$ cat config.mk
export PLATFORM = sky130hd
export DESIGN_NAME = post_beep_seq
export DESIGN_NICKNAME = d
export VERILOG_FILES = /design/src/rtl/post_beep_pkg.sv /design/src/rtl/pbs_rst_sync.sv /design/src/rtl/pbs_code_port.sv /design/src/rtl/pbs_interval_timer.sv /design/src/rtl/pbs_sequencer.sv /design/src/rtl/post_beep_seq.sv
export SDC_FILE = /design/constraint.sdc
export NUM_CORES = 1
export LEC_CHECK = 0
export ABC_CLOCK_PERIOD_IN_PS = 1100
export CELL_PAD_IN_SITES_DETAIL_PLACEMENT = 0
export CELL_PAD_IN_SITES_GLOBAL_PLACEMENT = 1
export CORE_ASPECT_RATIO = 1.25
export CORE_MARGIN = 4
export CORE_UTILIZATION = 36
export DETAILED_ROUTE_END_ITERATION = 8
export GPL_ROUTABILITY_DRIVEN = 1
export PLACE_DENSITY = 0.77
export SLEW_MARGIN = 20
export SYNTH_ARGS = -nofsm -noshare
export SYNTH_HDL_FRONTEND = slang
export SYNTH_SLANG_ARGS = --single-unit
$ cat constraint.sdc
create_clock -name clk -period 1.1 [get_ports clk]
set_input_delay 0.275 -clock clk [delete_from_list [all_inputs] [get_ports clk]]
set_output_delay 0.275 -clock clk [all_outputs]
set_load 0.02 [all_outputs]
$ cat src/rtl/post_beep_pkg.sv
package post_beep_pkg;

  localparam int unsigned FIELD_W = 2;

  typedef enum logic [1:0] {
    SEQ_IDLE = 2'd0,
    SEQ_TONE = 2'd1,
    SEQ_HUSH = 2'd2,
    SEQ_GAP  = 2'd3
  } seq_state_e;

endpackage

$ cat src/rtl/pbs_rst_sync.sv
module pbs_rst_sync (
  input  logic clk,
  input  logic rst_n,
  output logic rst_sync_n
);

  logic [1:0] sync_q;
  logic [1:0] sync_d;

  always_comb begin
    sync_d = {sync_q[0], 1'b1};
  end

  always_ff @(posedge clk or negedge rst_n) begin
    if (!rst_n) begin
      sync_q <= 2'b00;
    end else begin
      sync_q <= sync_d;
    end
  end

  assign rst_sync_n = sync_q[1];

endmodule

$ cat src/rtl/pbs_code_port.sv
module pbs_code_port #(
  parameter int unsigned ADDR_W    = 16,
  parameter int unsigned CODE_W    = 8,
  parameter int unsigned PORT_ADDR = 32'h80
) (
  input  logic              clk,
  input  logic              rst_n,
  input  logic [ADDR_W-1:0] io_addr,
  input  logic [CODE_W-1:0] io_data,
  input  logic              io_wr,
  output logic [CODE_W-1:0] code_q
);

  localparam logic [ADDR_W-1:0] HIT_ADDR = PORT_ADDR[ADDR_W-1:0];

  logic              hit;
  logic [CODE_W-1:0] code_d;

  always_comb begin
    hit    = io_wr && (io_addr == HIT_ADDR);
    code_d = io_data;
  end

  always_ff @(posedge clk or negedge rst_n) begin
    if (!rst_n) begin
      code_q <= '0;
    end else if (hit) begin
      code_q <= code_d;
    end
  end

  AST_PORT_CAPTURE: assert property (@(posedge clk) disable iff (!rst_n)
    (io_wr && io_addr == HIT_ADDR) |=> (code_q == $past(io_data)));

  AST_OTHER_PORT_IGNORED: assert property (@(posedge clk) disable iff (!rst_n)
    (!(io_wr && io_addr == HIT_ADDR)) |=> $stable(code_q));

endmodule

$ cat src/rtl/pbs_interval_timer.sv
module pbs_interval_timer #(
  parameter int unsigned CNT_W = 4
) (
  input  logic             clk,
  input  logic             rst_n,
  input  logic             load,
  input  logic [CNT_W-1:0] load_val,
  output logic             expired
);

  logic [CNT_W-1:0] cnt_q;
  logic [CNT_W-1:0] cnt_d;
  logic             cnt_en;

  always_comb begin
    cnt_en = load || (cnt_q != '0);
    if (load) begin
      cnt_d = load_val;
    end else begin
      cnt_d = cnt_q - 1'b1;
    end
  end

  always_ff @(posedge clk or negedge rst_n) begin
    if (!rst_n) begin
      cnt_q <= '0;
    end else if (cnt_en) begin
      cnt_q <= cnt_d;
    end
  end

  assign expired = (cnt_q == '0);

endmodule

$ cat src/rtl/pbs_sequencer.sv
module pbs_sequencer
  import post_beep_pkg::*;
#(
  parameter int unsigned CODE_W    = 8,
  parameter int unsigned BEEP_ON   = 4,
  parameter int unsigned BEEP_OFF  = 3,
  parameter int unsigned GROUP_GAP = 10,
  parameter int unsigned CNT_W     = 4
) (
  input  logic              clk,
  input  logic              rst_n,
  input  logic              err_trig,
  input  logic [CODE_W-1:0] code_q,
  input  logic              tmr_expired,
  output logic              tmr_load,
  output logic [CNT_W-1:0]  tmr_val,
  output logic              spk_en,
  output logic              busy
);

  localparam int unsigned NGRP  = CODE_W / FIELD_W;
  localparam int unsigned GRP_W = (NGRP > 1) ? $clog2(NGRP) : 1;
  localparam logic [CNT_W-1:0] ON_LD   = CNT_W'(BEEP_ON - 1);
  localparam logic [CNT_W-1:0] OFF_LD  = CNT_W'(BEEP_OFF - 1);
  localparam logic [CNT_W-1:0] GAP_LD  = CNT_W'(GROUP_GAP - 1);
  localparam logic [GRP_W-1:0] TOP_GRP = GRP_W'(NGRP - 1);

  seq_state_e         state_q, state_d;
  logic [CODE_W-1:0]  snap_q, snap_d;
  logic [GRP_W-1:0]   grp_q, grp_d;
  logic [FIELD_W-1:0] left_q, left_d;
  logic [GRP_W-1:0]   nxt_grp;
  logic               snap_en;

  always_comb begin
    state_d  = state_q;
    snap_d   = snap_q;
    grp_d    = grp_q;
    left_d   = left_q;
    snap_en  = 1'b0;
    tmr_load = 1'b0;
    tmr_val  = ON_LD;
    nxt_grp  = grp_q - 1'b1;
    case (state_q)
      SEQ_IDLE: begin
        if (err_trig) begin
          state_d  = SEQ_TONE;
          snap_en  = 1'b1;
          snap_d   = code_q;
          grp_d    = TOP_GRP;
          left_d   = code_q[CODE_W-1 -: FIELD_W];
          tmr_load = 1'b1;
          tmr_val  = ON_LD;
        end
      end
      SEQ_TONE: begin
        if (tmr_expired) begin
          if (left_q != '0) begin
            state_d  = SEQ_HUSH;
            left_d   = left_q - 1'b1;
            tmr_load = 1'b1;
            tmr_val  = OFF_LD;
          end else if (grp_q != '0) begin
            state_d  = SEQ_GAP;
            grp_d    = nxt_grp;
            left_d   = snap_q[{nxt_grp, 1'b0} +: FIELD_W];
            tmr_load = 1'b1;
            tmr_val  = GAP_LD;
          end else begin
            state_d = SEQ_IDLE;
          end
        end
      end
      SEQ_HUSH, SEQ_GAP: begin
        if (tmr_expired) begin
          state_d  = SEQ_TONE;
          tmr_load = 1'b1;
          tmr_val  = ON_LD;
        end
      end
      default: state_d = SEQ_IDLE;
    endcase
  end

  always_ff @(posedge clk or negedge rst_n) begin
    if (!rst_n) begin
      state_q <= SEQ_IDLE;
      grp_q   <= '0;
      left_q  <= '0;
    end else begin
      state_q <= state_d;
      grp_q   <= grp_d;
      left_q  <= left_d;
    end
  end

  always_ff @(posedge clk or negedge rst_n) begin
    if (!rst_n) begin
      snap_q <= '0;
    end else if (snap_en) begin
      snap_q <= snap_d;
    end
  end

  assign spk_en = (state_q == SEQ_TONE);
  assign busy   = (state_q != SEQ_IDLE);

  // checker counter: length of the current tone run
  logic [CNT_W-1:0] tone_run_q;
  always_ff @(posedge clk or negedge rst_n) begin
    if (!rst_n) begin
      tone_run_q <= '0;
    end else if (spk_en) begin
      tone_run_q <= tone_run_q + 1'b1;
    end else begin
      tone_run_q <= '0;
    end
  end

  AST_START_TONE: assert property (@(posedge clk) disable iff (!rst_n)
    (!busy && err_trig) |=> (busy && spk_en));

  AST_TONE_WIDTH: assert property (@(posedge clk) disable iff (!rst_n)
    $fell(spk_en) |-> ($past(tone_run_q) == ON_LD));

  AST_NO_TRAILING_GAP: assert property (@(posedge clk) disable iff (!rst_n)
    $fell(busy) |-> $past(spk_en));

  AST_SNAP_HELD: assert property (@(posedge clk) disable iff (!rst_n)
    busy |=> $stable(snap_q));

  AST_ONLY_TRIG_STARTS: assert property (@(posedge clk) disable iff (!rst_n)
    (!busy && !err_trig) |=> !busy);

endmodule

$ cat src/rtl/post_beep_seq.sv
module post_beep_seq #(
  parameter int unsigned ADDR_W    = 16,
  parameter int unsigned PORT_ADDR = 32'h80,
  parameter int unsigned BEEP_ON   = 4,
  parameter int unsigned BEEP_OFF  = 3,
  parameter int unsigned GROUP_GAP = 10
) (
  input  logic              clk,
  input  logic              rst_n,
  input  logic [ADDR_W-1:0] io_addr,
  input  logic [7:0]        io_data,
  input  logic              io_wr,
  input  logic              err_trig,
  output logic              spk_en,
  output logic              busy,
  output logic [7:0]        code_q
);

  localparam int unsigned CODE_W  = 8;
  localparam int unsigned MAX_A   = (BEEP_ON > BEEP_OFF) ? BEEP_ON : BEEP_OFF;
  localparam int unsigned MAX_DUR = (MAX_A > GROUP_GAP) ? MAX_A : GROUP_GAP;
  localparam int unsigned CNT_W   = (MAX_DUR > 1) ? $clog2(MAX_DUR + 1) : 1;

  logic             rst_sync_n;
  logic             tmr_load;
  logic [CNT_W-1:0] tmr_val;
  logic             tmr_expired;

  pbs_rst_sync u_rst_sync (
    .clk        (clk),
    .rst_n      (rst_n),
    .rst_sync_n (rst_sync_n)
  );

  pbs_code_port #(
    .ADDR_W    (ADDR_W),
    .CODE_W    (CODE_W),
    .PORT_ADDR (PORT_ADDR)
  ) u_code_port (
    .clk     (clk),
    .rst_n   (rst_sync_n),
    .io_addr (io_addr),
    .io_data (io_data),
    .io_wr   (io_wr),
    .code_q  (code_q)
  );

  pbs_interval_timer #(
    .CNT_W (CNT_W)
  ) u_timer (
    .clk      (clk),
    .rst_n    (rst_sync_n),
    .load     (tmr_load),
    .load_val (tmr_val),
    .expired  (tmr_expired)
  );

  pbs_sequencer #(
    .CODE_W    (CODE_W),
    .BEEP_ON   (BEEP_ON),
    .BEEP_OFF  (BEEP_OFF),
    .GROUP_GAP (GROUP_GAP),
    .CNT_W     (CNT_W)
  ) u_seq (
    .clk         (clk),
    .rst_n       (rst_sync_n),
    .err_trig    (err_trig),
    .code_q      (code_q),
    .tmr_expired (tmr_expired),
    .tmr_load    (tmr_load),
    .tmr_val     (tmr_val),
    .spk_en      (spk_en),
    .busy        (busy)
  );

  AST_RESET_QUIET: assert property (@(posedge clk)
    !rst_sync_n |-> (!spk_en && !busy && code_q == 8'h00));

endmodule

==> run summary <==
outcome: finished with violations
failing checks: negative setup slack
Pre-Repair DR Iteration Count: 2
initial DRC count: 33
CP Capture Type: flip-flop
post-synth top area share: 52.1%
WP data arrival: 1.88 ns
vias: 1243
Placed Instances: 234
Port Buffers: 37
number of nets still failing antenna checks after routing: 0
layout cell share with drive strength beyond 1: 56.7%
CTS clk-pin slew, worst paths: 0.09 ns
total leakage power: 1.15 nW
max incr delay on CP: 0.42 ns
crit share post-route: 155%
post-synthesis register bit count: 28
first-pass GRT wire length: 6180 um
critical path's slowest cell: or3b_4
RSZ-0062 raised after global routing: true
mean area per synthesized cell: 10.5 um2
Via density: 4.99
Post-Synthesis Cells: 128
final core occ: 69.0%
Die Area: 4780 um2
Max Cap Viol: 0
hpwl dp: 2720 um
Finished Layout Cells: 249
drt wl/cell: 15.1 um
CTS tree: done
H-tree levels: 1
fin nets: 241
total core area: 3540 um2
vias in the first global route: 1408
met2 GRT Util: 31.6%
Min Clock Period, post-route: 1.70 ns
Warnings, synthesis: 0
Routed Wire Length: 3760 um
Inserted Diodes: 0
crit start category: flip-flop
sequential share of the synthesized area: 52.1%
Hold Path Class: in -> async
DRC viols: 0
crit path max fanout: 5
setup ws final: -0.604 ns
Clock Path Buffers: 2
clock root buffer: clkbuf_8
Most used DFF post-synth: dfrtp_1
clk_lat worst skew: 0.27 ns
Setup-failing EPs final: 29
FMAX: 587 MHz
row cnt: 24
chip height: 76.3 um
area leader, netlist: dfrtp_1
met1 Resource Use GR: 16.6%
synthesized area: 1350 um2
final hold vios: 0
Post-synth EDFFs: 0
Routability Congestion: 0.801
GRT overflow: 0
CTS buffer count: 3
most used routing layer: met2
GRT Util Overall: 16.1%
setup_tns: -9.64 ns
Final Skew: 0.00195 ns
Initial Utilization: 38.0%
syn_nets: 158
IO Pins: 38
GR met3 Demand/Resource: 2.65%
ranking of synthesized cells by area: dfrtp_1 (52%), mux2_2 (7.5%), nand2_1 (7.5%)
Design Power: 5.20 mW
synth unique cells: 33
hold_ws: 0.147 ns
Area growth, synth to finish: 81.7%
fraction of registers with async set/reset: 100%
largest net degree at the start of global routing: 27
CP required: 1.28 ns
crit path cell chain: inv_2, ha_4, or3b_4, o311ai_4, nor3_1, a311oi_1
hold_buf cts: 0
power per cell area: 2130 nW/um2
die extent in x: 62.7 um
Slew Viols, Final: 0
initial antenna violation count: 0
peak supply drop: 879 uV
WS Path Type: reg -> reg
clock sinks: 28
cell usage after synthesis (all sizes together), types with 2 or more instances:
master	n
dfrtp	28
nand2	27
mux2	9
a21oi	7
inv	7
nor3	6
nor2	5
o21ai	5
clkbuf	3
nand2b	3
ha	2
mux4	2
nand3	2
nor3b	2
nor4	2
o311ai	2
or3	2
or3b	2
where the power goes:
| part | switching (mW) | internal [mW] | total (mW) |
|---|---|---|---|
| Clock | 0.317 | 0.487 | 0.804 |
| Combinational | 1.36 | 1.69 | 3.06 |
| Sequential | 0.123 | 1.22 | 1.34 |
per-stage QoR:
stage	worst slack, ns	instance area (um2)
2_1_floorplan	-0.625	1400
3_3_place_gp	-0.981	2050
3_5_place_dp	-1.03	2050
4_1_cts	-0.597	2370
5_1_grt	-0.688	2440
6_report	-0.604	2440
registers in the layout, summed over array words and instances (netlist names):
| register | count |
|---|---|
| u_seq.snap_q | 8 |
| u_rst_sync.sync_q | 2 |
| u_seq.left_q | 2 |
| u_timer.cnt_q | 4 |
| u_code_port.code_q | 8 |
| u_seq.state_q | 2 |
| u_seq.grp_q | 2 |
area by class of cell:
class,instances,area (um2)
fill,263,1100
multi-input combinational,90,865
timing repair buffer,81,732
sequential,28,701
tap,39,48.8
clock buffer,3,41.3
clock inverter,1,30.0
inverter,7,26.3
cell usage in the layout, fill, tap and decap left out, types with 3 or more instances in the layout:
cell             synthesis  layout
a21oi_1                  7       6
buf_2                    0       7
buf_4                    0      33
buf_6                    0      21
clkbuf_8                 0       3
clkdlybuf4s15_1          0       4
clkdlybuf4s50_1          0      12
dfrtp_1                 28      28
inv_2                    0       5
mux2_4                   0       9
nand2_1                 27      16
nand2_2                  0       8
nand2_4                  0       3
nor2_1                   5       3
nor3_1                   6       4
path summary, 6_finish.rpt:
path                                             endpoint  depth (start not counted)  slack, ns                            from
max reg2reg                  u_timer.cnt_q[1]$_DFFE_PN0P_                          6      -0.60    u_timer.cnt_q[0]$_DFFE_PN0P_
max in group asynchronous    u_seq.state_q[1]$_DFFE_PN0P_                          1       0.62  u_rst_sync.sync_q[1]$_DFF_PN0_
min in group clk           u_rst_sync.sync_q[1]$_DFF_PN0_                          0       0.36  u_rst_sync.sync_q[0]$_DFF_PN0_
min reg2reg                  u_timer.cnt_q[0]$_DFFE_PN0P_                          1       0.24  u_rst_sync.sync_q[1]$_DFF_PN0_
min                        u_rst_sync.sync_q[1]$_DFF_PN0_                          1       0.15                           rst_n
max                          u_timer.cnt_q[1]$_DFFE_PN0P_                          6      -0.60    u_timer.cnt_q[0]$_DFFE_PN0P_
per-layer routing:
metal,share of wire (%),vias up
met4,1.1,0
met1,37,604
met5,0,-
met2,59,21
li1,-,613
met3,2.6,5
cell families (layout without fill, tap and decap cells):
group | after synthesis | in the layout | synth area share [%]
and+or+nand+nor | 57 | 57 | 22.7
DFF | 28 | 28 | 52.1
AOI/OAI and AO/OA | 19 | 19 | 9.40
muxes | 11 | 11 | 10.9
buffers and inverters | 10 | 92 | 2.79
adders and majority gates | 2 | 2 | 1.86
other | 1 | 1 | 0.279
worst max-delay path: cells and delay by family, from the launching register on:
family	cells	cell delay, ns
buf+inv	1	0.08
compound gates	2	0.51
flops	1	0.40
fa+ha+maj	1	0.12
simple gates	2	0.50
repair_timing:
item | CTS | global route
buffers inserted | 9 | 2
setup endpoints to repair | 36 | 36
gates cloned | 0 | 0
pin swaps | 13 | 3
gates resized for setup | 147 | 21
No activity file was read; power rests on OpenSTA's default activity.
